**config.mk**
```make
export PLATFORM = sky130hd
export DESIGN_NAME = hs_ocp_latch
export DESIGN_NICKNAME = d
export VERILOG_FILES = /design/src/rtl/hs_ocp_pkg.sv /design/src/rtl/hs_ocp_thr.sv /design/src/rtl/hs_ocp_dgl.sv /design/src/rtl/hs_ocp_latch.sv
export SDC_FILE = /design/constraint.sdc
export NUM_CORES = 1
export LEC_CHECK = 0
export BUFFER_PORTS_ARGS = -buffer_cell sky130_fd_sc_hd__buf_2
export CAP_MARGIN = 20
export CORE_AREA = 3 3 120 64
export CTS_BUF_LIST = sky130_fd_sc_hd__clkbuf_4 sky130_fd_sc_hd__clkbuf_8
export DETAILED_ROUTE_END_ITERATION = 7
export DIE_AREA = 0 0 123 67
export HOLD_SLACK_MARGIN = 0.02
export PLACE_DENSITY = 0.86
export SKIP_CTS_REPAIR_TIMING = 1
export SLEW_MARGIN = 15
export SYNTH_ARGS = -nofsm -noshare
export SYNTH_HDL_FRONTEND = slang
export SYNTH_SLANG_ARGS = --single-unit
```
**constraint.sdc**
```tcl
create_clock -name clk -period 1.8 [get_ports clk]
set_input_delay 0.09 -clock clk [delete_from_list [all_inputs] [get_ports clk]]
set_output_delay 0.09 -clock clk [all_outputs]
set_load 0.03 [all_outputs]
```
**src/rtl/hs_ocp_pkg.sv**
```systemverilog
package hs_ocp_pkg;
    parameter int NCH      = 6;
    parameter int CUR_W    = 12;
    parameter int DG_BASE  = 8;
    parameter int DG_SEL_W = 2;
    parameter int TH_LO_MA    = 250;
    parameter int TH_HI_MA    = 500;
    parameter int TH_CH0_LO   = 500;
    parameter int TH_CH0_HI   = 1500;
    localparam int DG_MAX  = DG_BASE << ((1 << DG_SEL_W) - 1);
    localparam int CNT_W   = $clog2(DG_MAX) + 1;
endpackage

```
**src/rtl/hs_ocp_thr.sv**
```systemverilog
module hs_ocp_thr
    import hs_ocp_pkg::*;
#(
    parameter bit IS_CH0 = 1'b0
) (
    input  logic             sel,
    input  logic             dis,
    output logic [CUR_W-1:0] thr,
    output logic             mon_en
);
    localparam logic [CUR_W-1:0] T_LO = CUR_W'(IS_CH0 ? TH_CH0_LO : TH_LO_MA);
    localparam logic [CUR_W-1:0] T_HI = CUR_W'(IS_CH0 ? TH_CH0_HI : TH_HI_MA);

    always_comb begin
        thr    = sel ? T_HI : T_LO;
        mon_en = ~dis;
    end
endmodule

```
**src/rtl/hs_ocp_dgl.sv**
```systemverilog
module hs_ocp_dgl
    import hs_ocp_pkg::*;
(
    input  logic                clk,
    input  logic                rst_n,
    input  logic                clr,
    input  logic                cmd,
    input  logic [CUR_W-1:0]    cur,
    input  logic [CUR_W-1:0]    thr,
    input  logic                mon_en,
    input  logic [DG_SEL_W-1:0] dg,
    output logic                flag,
    output logic                drv
);
    typedef struct packed {
        logic [CNT_W-1:0] cnt;
        logic             flt;
    } dgl_st_t;

    dgl_st_t st_d, st_q;
    logic [CNT_W-1:0] lim;
    logic             over;
    logic             hit;

    always_comb begin
        st_d = st_q;
        lim  = CNT_W'(DG_BASE) << dg;
        over = cmd & ~st_q.flt & mon_en & (cur > thr);
        hit  = over & (st_q.cnt == lim - CNT_W'(1));
        if (over && !hit) st_d.cnt = st_q.cnt + CNT_W'(1);
        else              st_d.cnt = '0;
        st_d.flt = hit | (st_q.flt & ~clr);
    end

    always_ff @(posedge clk) begin
        if (!rst_n) st_q <= '0;
        else        st_q <= st_d;
    end

    assign flag = st_q.flt;
    assign drv  = cmd & ~st_q.flt;
endmodule

```
**src/rtl/hs_ocp_latch.sv**
```systemverilog
module hs_ocp_latch
    import hs_ocp_pkg::*;
(
    input  logic                      clk,
    input  logic                      rst_n,
    input  logic                      clr_flt,
    input  logic [NCH-1:0]            cmd_en,
    input  logic [NCH*CUR_W-1:0]      cur_ma,
    input  logic [NCH-2:0]            thr_hi,
    input  logic                      ch0_lowrds,
    input  logic                      ch0_ocp_off,
    input  logic [NCH*DG_SEL_W-1:0]   dg_sel,
    output logic [NCH-1:0]            drv_en,
    output logic [NCH-1:0]            ocp_flag,
    output logic                      hs_fault
);
    for (genvar c = 0; c < NCH; c++) begin : g_ch
        logic [CUR_W-1:0] thr;
        logic             mon_en;
        logic             sel;
        logic             dis;

        if (c == 0) begin : g_first
            assign sel = ch0_lowrds;
            assign dis = ch0_ocp_off;
        end else begin : g_rest
            assign sel = thr_hi[c-1];
            assign dis = 1'b0;
        end

        hs_ocp_thr #(.IS_CH0(c == 0)) u_thr (
            .sel    (sel),
            .dis    (dis),
            .thr    (thr),
            .mon_en (mon_en)
        );

        hs_ocp_dgl u_dgl (
            .clk    (clk),
            .rst_n  (rst_n),
            .clr    (clr_flt),
            .cmd    (cmd_en[c]),
            .cur    (cur_ma[c*CUR_W +: CUR_W]),
            .thr    (thr),
            .mon_en (mon_en),
            .dg     (dg_sel[c*DG_SEL_W +: DG_SEL_W]),
            .flag   (ocp_flag[c]),
            .drv    (drv_en[c])
        );
    end

    assign hs_fault = |ocp_flag;
endmodule

```
==> Word-level counts from Yosys, hierarchy flattened <==
Index checks and enable logic that the tools add are counted.
{ "word_totals": {"in_bits": 100, "regBits": 48, "wordCells": 106, "output_inout_bits": 13} }
{ "op_classes": {"n_reduce_logical": 19, "magnitude_cmp": 6, "n_addsub": 12, "eq_ne": 6, "mux": 6, "n_shift": 6, "bitwise": 39} }
{ "op_table": {"columns": ["cell", "count"], "rows": [
  ["$gt 12x9->1", 5],
  ["$mux 9", 5],
  ["$add 7x1->7 const B", 6],
  ["$eq 7x7->1", 6],
  ["$shl 4x2->7 const A", 6],
  ["$sub 7x1->7 const B", 6],
  ["$and 1x1->1", 25],
  ["$gt 12x11->1", 1],
  ["$reduce_and 2->1", 6],
  ["$mux 11", 1],
  ["$not 1->1", 8],
  ["$logic_and 1x1->1", 6],
  ["$logic_not 1->1", 6],
  ["$or 1x1->1", 6],
  ["$reduce_or 6->1", 1]
]} }

==> Depth between registers and ports, before layout <==
Gate-level depths: netlist of the first run.
{ "depth": {"ltp_word": 8, "ltp_mapped": 6, "mapped_depth_nobuf": 6} }

==> Hierarchy <==
A second synthesis of the first run with hierarchy kept.
{ "hier_totals": {"hier_cells": 604, "area_unflattened_um2": 4934.7} }
{ "modules_own_cells": {"columns": ["mod", "seq_area_each_um2", "cells_per_inst", "area_per_inst_um2", "instances"], "rows": [
  ["hs_ocp_dgl", 160.2, 85, 721.9, 6],
  ["hs_ocp_thr", 0.0, 15, 97.6, 6],
  ["hs_ocp_latch", 0.0, 4, 17.5, 1]
]} }

==> Least setup slack after synthesis of the first run <==
OpenSTA, ideal clock, no wires.
{ "synth_timing": {"kind": "input-to-reg", "startpoint": "input thr_hi[3]", "endpoint": "register g_ch[4].u_dgl.st_q[1] in the netlist's numbering", "arrival_ns": 1.193, "n_path_buf": 0, "t_required_ns": 1.652, "setup_slack_ns": 0.459, "path_stages": 6, "path_cell_list": "inv_1 -> ha_1 -> nor2b_1 -> o21a_1 -> o311ai_2 -> a2111oi_1"} }
{ "synth_via": {"elab_chain_cells": 7} }
{ "synth_rtl": {"columns": ["element", "line", "source"], "rows": [
  ["from (decl)", "hs_ocp_latch.sv:9", "input logic [NCH-2:0] thr_hi,"],
  ["$mux 9 (*)", "hs_ocp_thr.sv:15", "thr = sel ? T_HI : T_LO;"],
  ["$gt 12x9->1 (*)", "hs_ocp_dgl.sv:28", "over = cmd & ~st_q.flt & mon_en & (cur > thr);"],
  ["$and 1x1->1 (*)", "hs_ocp_dgl.sv:28", null],
  ["$and 1x1->1", "hs_ocp_dgl.sv:29", "hit = over & (st_q.cnt == lim - CNT_W'(1));"],
  ["$logic_not 1->1", "hs_ocp_dgl.sv:30", "if (over && !hit) st_d.cnt = st_q.cnt + CNT_W'(1);"],
  ["$logic_and 1x1->1 (*)", "hs_ocp_dgl.sv:30", null],
  ["$reduce_and 2->1 (no line) (*)", null, null],
  ["to (signal assigned)", "hs_ocp_dgl.sv:37", "else st_q <= st_d;"],
  ["to (decl)", "hs_ocp_dgl.sv:20", "dgl_st_t st_d, st_q;"]
]} }
Every way passes the cells marked *; elsewhere a longest branch is shown, timed or not.
A chain may end at the register's enable or synchronous reset.

==> Worst setup path in the final report of the first run <==
{ "layout_timing": {"startpoint": "register g_ch[1].u_dgl.st_q[6] in the netlist's numbering", "endpoint": "register g_ch[1].u_dgl.st_q[4] in the netlist's numbering"} }
{ "layout_via": {"elab_chain_cells": 5} }
{ "layout_rtl": {"columns": ["element", "line"], "rows": [
  ["from (decl)", "hs_ocp_dgl.sv:20"],
  ["from (signal assigned)", "hs_ocp_dgl.sv:37"],
  ["$eq 7x7->1", "hs_ocp_dgl.sv:29"],
  ["$and 1x1->1", "hs_ocp_dgl.sv:29"],
  ["$logic_not 1->1", "hs_ocp_dgl.sv:30"],
  ["$logic_and 1x1->1", "hs_ocp_dgl.sv:30"],
  ["$reduce_and 2->1 (no line)", null]
]} }
Every way passes these cells.

==> results of run 1 <==
-- worst register-to-register path: cells and delay by family, from the launching register on --
family,cells,cell delay [ns]
AND/OR/NAND/NOR,1,0.17
XOR/XNOR,1,0.14
flip-flops,1,0.42
AO/OA/AOI/OAI,2,0.61
-- worst paths after layout --
kind | from | endpoint | cells after the start
worst min register to register | g_ch[2].u_dgl.st_q[1] | g_ch[2].u_dgl.st_q[1] | 1
worst min-delay path | clr_flt | g_ch[0].u_dgl.flag | 2
worst max-delay path | g_ch[1].u_dgl.st_q[6] | g_ch[1].u_dgl.st_q[4] | 4
worst max register to register | g_ch[1].u_dgl.st_q[6] | g_ch[1].u_dgl.st_q[4] | 4
-- registers in the layout, indices dropped and copies added, names as in the netlist --
signal,count
g_ch.u_dgl.st_q,42
g_ch.u_dgl.flag,6
-- kinds of logic after synthesis --
| kind of cell | count (synthesis) | share of synthesized area, % |
|---|---|---|
| and+or+nand+nor | 150 | 25.3 |
| AOI/OAI and AO/OA | 73 | 21.9 |
| DFF | 48 | 27.3 |
| xor gates and xnor gates | 36 | 8.97 |
| buffers and inverters | 32 | 4.80 |
| adders and majority gates | 29 | 10.3 |
| muxes | 5 | 1.42 |
-- through the flow --
step / area, um2 / total power, mW / hold WS [ns]
floorplan: 3520 / 1.36 / 0.184
global placement: 4120 / 1.51 / 0.387
detailed placement: 4120 / 1.53 / 0.386
CTS: 4210 / 2.21 / 0.0802
global route: 4210 / 2.30 / 0.0880
finish: 4210 / 2.19 / 0.0805
-- metal layers --
metal	routed length [um]	GRT usage (%)	part of all wire, %	up-vias
li1	-	-	-	1646
met1	3330	22.0	44	1463
met2	3870	34.3	52	48
met3	251	3.56	3.3	6
met4	44	4.14	0.59	0
met5	0	0	0	-
-- where the power goes --
| group | switching [mW] | total (mW) | internal, mW |
|---|---|---|---|
| combinational | 0.220 | 0.420 | 0.200 |
| sequential | 0.00874 | 1.08 | 1.07 |
| clock | 0.344 | 0.689 | 0.344 |
-- cells in the mapped netlist (2+ instances only) --
| master | count |
|---|---|
| nand4_1 | 11 |
| o31ai_2 | 5 |
| o21ai_2 | 3 |
| nor4_1 | 6 |
| nand3b_1 | 5 |
| o21ai_1 | 4 |
| and3_1 | 5 |
| dfxtp_1 | 48 |
| a2111oi_1 | 30 |
| nor3_1 | 11 |
| ha_1 | 29 |
| o21a_1 | 5 |
| and4b_1 | 5 |
| xnor2_1 | 24 |
| nor2b_1 | 11 |
| nor2_1 | 20 |
| a31o_2 | 5 |
| mux2i_1 | 5 |
| nor4b_2 | 5 |
| o311ai_2 | 2 |
| nand3_1 | 23 |
| nor3_2 | 5 |
| buf_2 | 3 |
| a211oi_2 | 6 |
| nand2b_1 | 6 |
| nand2_1 | 25 |
| buf_4 | 12 |
| xor2_1 | 12 |
| a2111o_1 | 5 |
| inv_1 | 17 |
| and2_1 | 6 |
| o311ai_4 | 3 |
-- area by class of cell --
type	instances	area [um2]	area share, %
flip-flops and latches	48	961	22.8
inverters	17	63.8	1.51
well taps	92	115	2.73
repair buffers	116	591	14.0
multi-input cells	293	2390	56.6
clock buffers	8	97.6	2.32
==> flow_summary_export.csv, run 1 <==
group,metric,value,unit
place,globalplace.congestion,0.798,
worst_setup_path,ff2ff_setup_slack,0.33,ns
logic_synthesis,synth_warnings,0,
finish,diodes,0,
drt,ant_nets,0,
logic_synthesis,synth_cells,373,
sta,finalHoldViolCount,0,
worst_setup_path,cp_cell_sequence,"xnor2_1 > nand4_1 > a211oi_2 > a2111oi_1",
finish,layout-drive-gt1-share,33.0,%
logic_synthesis,synth_top_area_share,27.3,%
logic_synthesis,ys_types,43,
sta,worst_pin_slew,0.507,ns
sta,slew_viol_final,0,
drt,first_pass_iters,4,
logic_synthesis,syn_nets,502,
clocking,cts_buffer_depth,2,
global_routing,antenna_found_initial,0,
power,leakage,1.65,nW
drt,vias,3163,
die,core,6650,um2
job,drv_cap,0,
clocking,cts.clk_slew.worst_paths,0.09,ns
worst_setup_path,path_max_fanout,6,
die,die_h,67,um
logic_synthesis,synth_edf_count,0,
finish,instances_no_fill,574,
logic_synthesis,avgSynthCellArea,9.43,um2
die,io_pins,113,
worst_setup_path,path_buf_inv,0,
run_status,outcome,"complete, no violations",
drt,drc,0,
logic_synthesis,synthTopCellsByArea,"dfxtp_1, ha_1, a2111oi_1",
global_routing,overflow,0,
clocking,clock_sinks,48,
logic_synthesis,yosys.area.top_type,"dfxtp_1",
sta,setup_slack,0.326,ns
finish,fin_util,63.4,%
min_path,hold_path_class,"in -> reg",
logic_synthesis,async_reset_ff_share,0,%
worst_setup_path,critPathSlowestCell,"a211oi_2",
drt,routed_wl,7490,um
place,dp_cells,566,
worst_setup_path,critical_path.startpoint_type,"flip-flop",
global_routing,grt_usage,18.4,%
worst_setup_path,critical_path.max_stage_delay,0.49,ns
worst_setup_path,end_kind,"flip-flop",
drt,routedWlPerCell,13.1,um
worst_setup_path,path_class,"reg -> reg",
drt,first_iter_violations,106,
die,rows,21,
die,start_util,52.9,%
clocking,cts_tree,"built",
die,fp.dieW,123,um
sta,fmax,0.679,GHz
sta,finalCritPeriodShare,81.9,%
place,dp_hpwl,6200,um
sta,finalSetupTns,0,ns
sta,slew-limit-headroom,66.0,%
sta,fin_crit,1.47,ns
power,ir_worst_vdd,313,uV
global_routing,grt_max_degree,14,
clocking,cts-root-buf,"clkbuf_8",
sta,final-setup-viol-count,0,
global_routing,grt_pass1_wl,12400,um
logic_synthesis,synth-main-ff-cell,"dfxtp_1",
finish,fin_nets,610,
clocking,clk_latency,0.30,ns
finish,fillers,575,
logic_synthesis,yosys_register_bits,48,
worst_setup_path,crit_required,1.96,ns
sta,rsz0062_at_grt,"no",
finish,syn2layout_area_growth,19.9,%
finish,most-common-layout-cells,"buf_2, dfxtp_1, a2111oi_1",
drt,viasPerCell,5.51,
worst_setup_path,crit_arrival,1.63,ns
place,portBuffers,112,
die,die-area,8240,um2
logic_synthesis,synthesis.area,3520,um2
finish,final_common_cell,"buf_2",
clocking,cts_buffers,5,
global_routing,grt_pass1_vias,3028,
sta,skew,0.00864,ns
clocking,htree_levels,2,
power,power_density,520,nW/um2
worst_setup_path,critical_path.top_delay_family,"compound AO/OA/AOI/OAI gates",
place,pre_cts_ws,0.182,ns
logic_synthesis,ys_seq_area_share,27.3,%
Note: power is estimated with default switching activity, not from simulation.
==> run 2, diff against run 1 <==
ABC_AREA = 1   (was default)
CORE_AREA = 3 3 125 67   (was 3 3 120 64)
DIE_AREA = 0 0 128 70   (was 0 0 123 67)
PLACE_DENSITY = 0.82   (was 0.86)
clock period = 1.3 ns   (was 1.8 ns; I/O delays follow)
==> run 2 against run 1 <==
  * Count of clock-buffer cells in the layout is 2 lower
  * Die area up 8.7%
  * Synthesized cell count is 43% higher
  * Final cell count is 29% higher
  * Setup slack got worse by 0.33 ns
  * Clock skew fell by 0.0049 ns
  * Total power grew 35%
  * Non-clock buffer count shrank 2
  * Critical path type is now reg -> out
  * Critical endpoint is now hs_fault
  * Largest cell class unchanged
==> flow_summary_export.csv, run 2 <==
group,metric,value,unit
run_status,outcome,"complete, no violations",
clocking,cts.clk_slew.worst_paths,0.09,ns
finish,diodes,0,
power,combPwrFrac,18.6,%
worst_setup_path,end_kind,"primary output",
sta,slew_viol_final,0,
drt,routed_wl,7530,um
place,globalplace.congestion,0.864,
place,placed_area,4070,um2
sta,fin_crit,1.30,ns
sta,worst_pin_slew,0.259,ns
logic_synthesis,synth-main-ff-cell,"dfxtp_1",
global_routing,grt_max_degree,15,
die,die_h,70,um
drt,first_pass_iters,4,
logic_synthesis,synth_cells,534,
logic_synthesis,yosys.area.top_type,"dfxtp_1",
place,pre_cts_ws,0.0274,ns
die,start_util,47.7,%
power,p_sw,804,uW
worst_setup_path,startpoint,"g_ch[4].u_dgl.flag",
clocking,cts-root-buf,"clkbuf_8",
power,intPower,2.16,mW
clocking,cts_buffer_depth,2,
power,power_frac_seq,50.6,%
finish,seqCellArea,972,um2
worst_setup_path,crit_arrival,1.23,ns
finish,most-common-layout-cells,"nand2_1, buf_2, nor2_1",
logic_synthesis,ys_types,25,
logic_synthesis,synth_warnings,0,
logic_synthesis,synth_edf_count,0,
clocking,cts_tree,"built",
drt,routedWlPerCell,10.2,um
finish,fin_nets,772,
die,die-area,8960,um2
die,rows,22,
place,dp_hpwl,6240,um
finish,syn2layout_area_growth,23.6,%
finish,largest_register_ff_count,42,
power,power_density,692,nW/um2
worst_setup_path,path_max_fanout,3,
drt,drc,0,
power,p_sw_share,27.1,%
logic_synthesis,synthesis.area,3470,um2
worst_setup_path,critical_path.max_stage_delay,0.33,ns
sta,skew,0.00379,ns
die,core,7270,um2
drt,viasPerCell,4.60,
worst_setup_path,critical_path.startpoint_type,"flip-flop",
drt,first_iter_violations,85,
worst_setup_path,cp_cell_sequence,"buf_6 > nor4_4 > nand3_1 > buf_6",
power,ir_worst_vdd,432,uV
finish,layout-drive-gt1-share,23.8,%
logic_synthesis,avgSynthCellArea,6.49,um2
sta,slew-limit-headroom,82.6,%
sta,final-setup-viol-count,0,
global_routing,grt_pass1_vias,3151,
logic_synthesis,yosys_register_bits,48,
global_routing,grt_pass1_wl,12600,um
power,leakage,2.15,nW
die,fp.dieW,128,um
logic_synthesis,async_reset_ff_share,0,%
worst_setup_path,path_common_cell,"buf_6",
drt,vias,3402,
clocking,clock_sinks,48,
power,clockPowerShare,30.8,%
sta,rsz0062_at_grt,"yes",
place,portBuffers,112,
logic_synthesis,synthTopCellsByArea,"dfxtp_1, nand2_1, nor2_1",
logic_synthesis,yosysMostFrequentCell,"nand2_1",
logic_synthesis,synth_top_area_share,27.7,%
finish,final_common_cell,"nand2_1",
sta,finalHoldViolCount,0,
die,io_pins,113,
finish,final_area,4290,um2
clocking,cts_buffers,5,
sta,fmax,0.770,GHz
clocking,clk_latency,0.30,ns
finish,regMostFlops,"g_ch.u_dgl.st_q",
sta,finalCritPeriodShare,99.9,%
worst_setup_path,critPathSlowestCell,"dfxtp_2",
worst_setup_path,path_class,"reg -> out",
sta,setup_slack,0.000941,ns
worst_setup_path,ff2ff_setup_slack,0.07,ns
worst_setup_path,crit_required,1.24,ns
logic_synthesis,synth.top_cells.by_count,"nand2_1, nor2_1, inv_1",
job,drv_cap,0,
worst_setup_path,crit-reg2reg-launch,"g_ch[1].u_dgl.st_q[2]",
drt,ant_nets,0,
logic_synthesis,syn_nets,663,
logic_synthesis,ys_seq_area_share,27.7,%
finish,multi_input_area,2170,um2
min_path,min_from,"rst_n",
finish,fillers,707,
global_routing,overflow,0,
global_routing,grt_usage,16.6,%
global_routing,antenna_found_initial,0,
clocking,htree_levels,2,
min_path,hold_path_class,"in -> reg",
-- run 2: changes by cell type after synthesis, sizes merged, moves of 8 or more --
cell and change:
o21ai +8, inv +73, xor2 +17, nand3 +30
nor2b -11, nor2 +81, nand2 +90, xnor2 -17
a2111oi -30
-- run 2: area by class of cell --
cell class                      count  area share, %
Multi-Input combinational cell    382           50.6
Timing Repair Buffer              114           13.7
Sequential cell                    48           22.7
Clock buffer                        6           1.93
Clock inverter                      2          0.234
Inverter                           92           8.09
Tap cell                           96           2.80
-- run 2: stage by stage --
stage	hold WS, ns	TNS [ns]	utilization (%)	power (mW)	instances
global route	0.109	-0.0720	59.0	3.16	740
finish	0.105	0	59.0	2.96	740
detailed placement	0.431	0	56.0	2.07	732
global placement	0.427	0	56.0	2.05	732
CTS	0.0985	-0.0803	57.3	2.99	740
floorplan	0.207	0	-	1.84	534
-- run 2: critical path, delay by kind of cell, from the launching register on --
kind                   cells  cell delay, ns
buffers and inverters      2            0.28
flip-flops                 1            0.33
AND/OR/NAND/NOR            2            0.33
-- run 2: power groups by stage --
stage,Clock [mW],Sequential [mW],Combinational (mW)
after floorplan,0,1.53,0.308
after global placement,0,1.53,0.524
after detailed placement,0,1.53,0.541
after CTS,0.951,1.50,0.543
after global routing,1.02,1.50,0.639
final,0.913,1.50,0.552
-- run 2: cell families after synthesis --
group	after synthesis	share of synthesized area, %
adders and majority gates	29	10.5
and+or+nand+nor	294	36.6
xor gates and xnor gates	36	9.10
AOI/OAI and AO/OA	23	3.47
DFF	48	27.7
buffers and inverters	104	12.6
-- run 2: worst paths after layout --
kind | end | depth (start not counted)
worst max-delay path | hs_fault | 4
worst min-delay path | g_ch[3].u_dgl.flag | 3
worst max register to register | g_ch[1].u_dgl.st_q[7] | 5
worst min register to register | g_ch[1].u_dgl.st_q[1] | 1
-- run 2: routing by layer --
metal | vias up | part of all wire, % | wire [um] | GRT usage [%]
met3 | 4 | 3.5 | 266 | 3.97
met2 | 49 | 50 | 3800 | 30.2
met5 | - | 0 | 0 | 0
met1 | 1485 | 45 | 3430 | 19.7
li1 | 1864 | - | - | -
met4 | 0 | 0.54 | 41 | 3.65
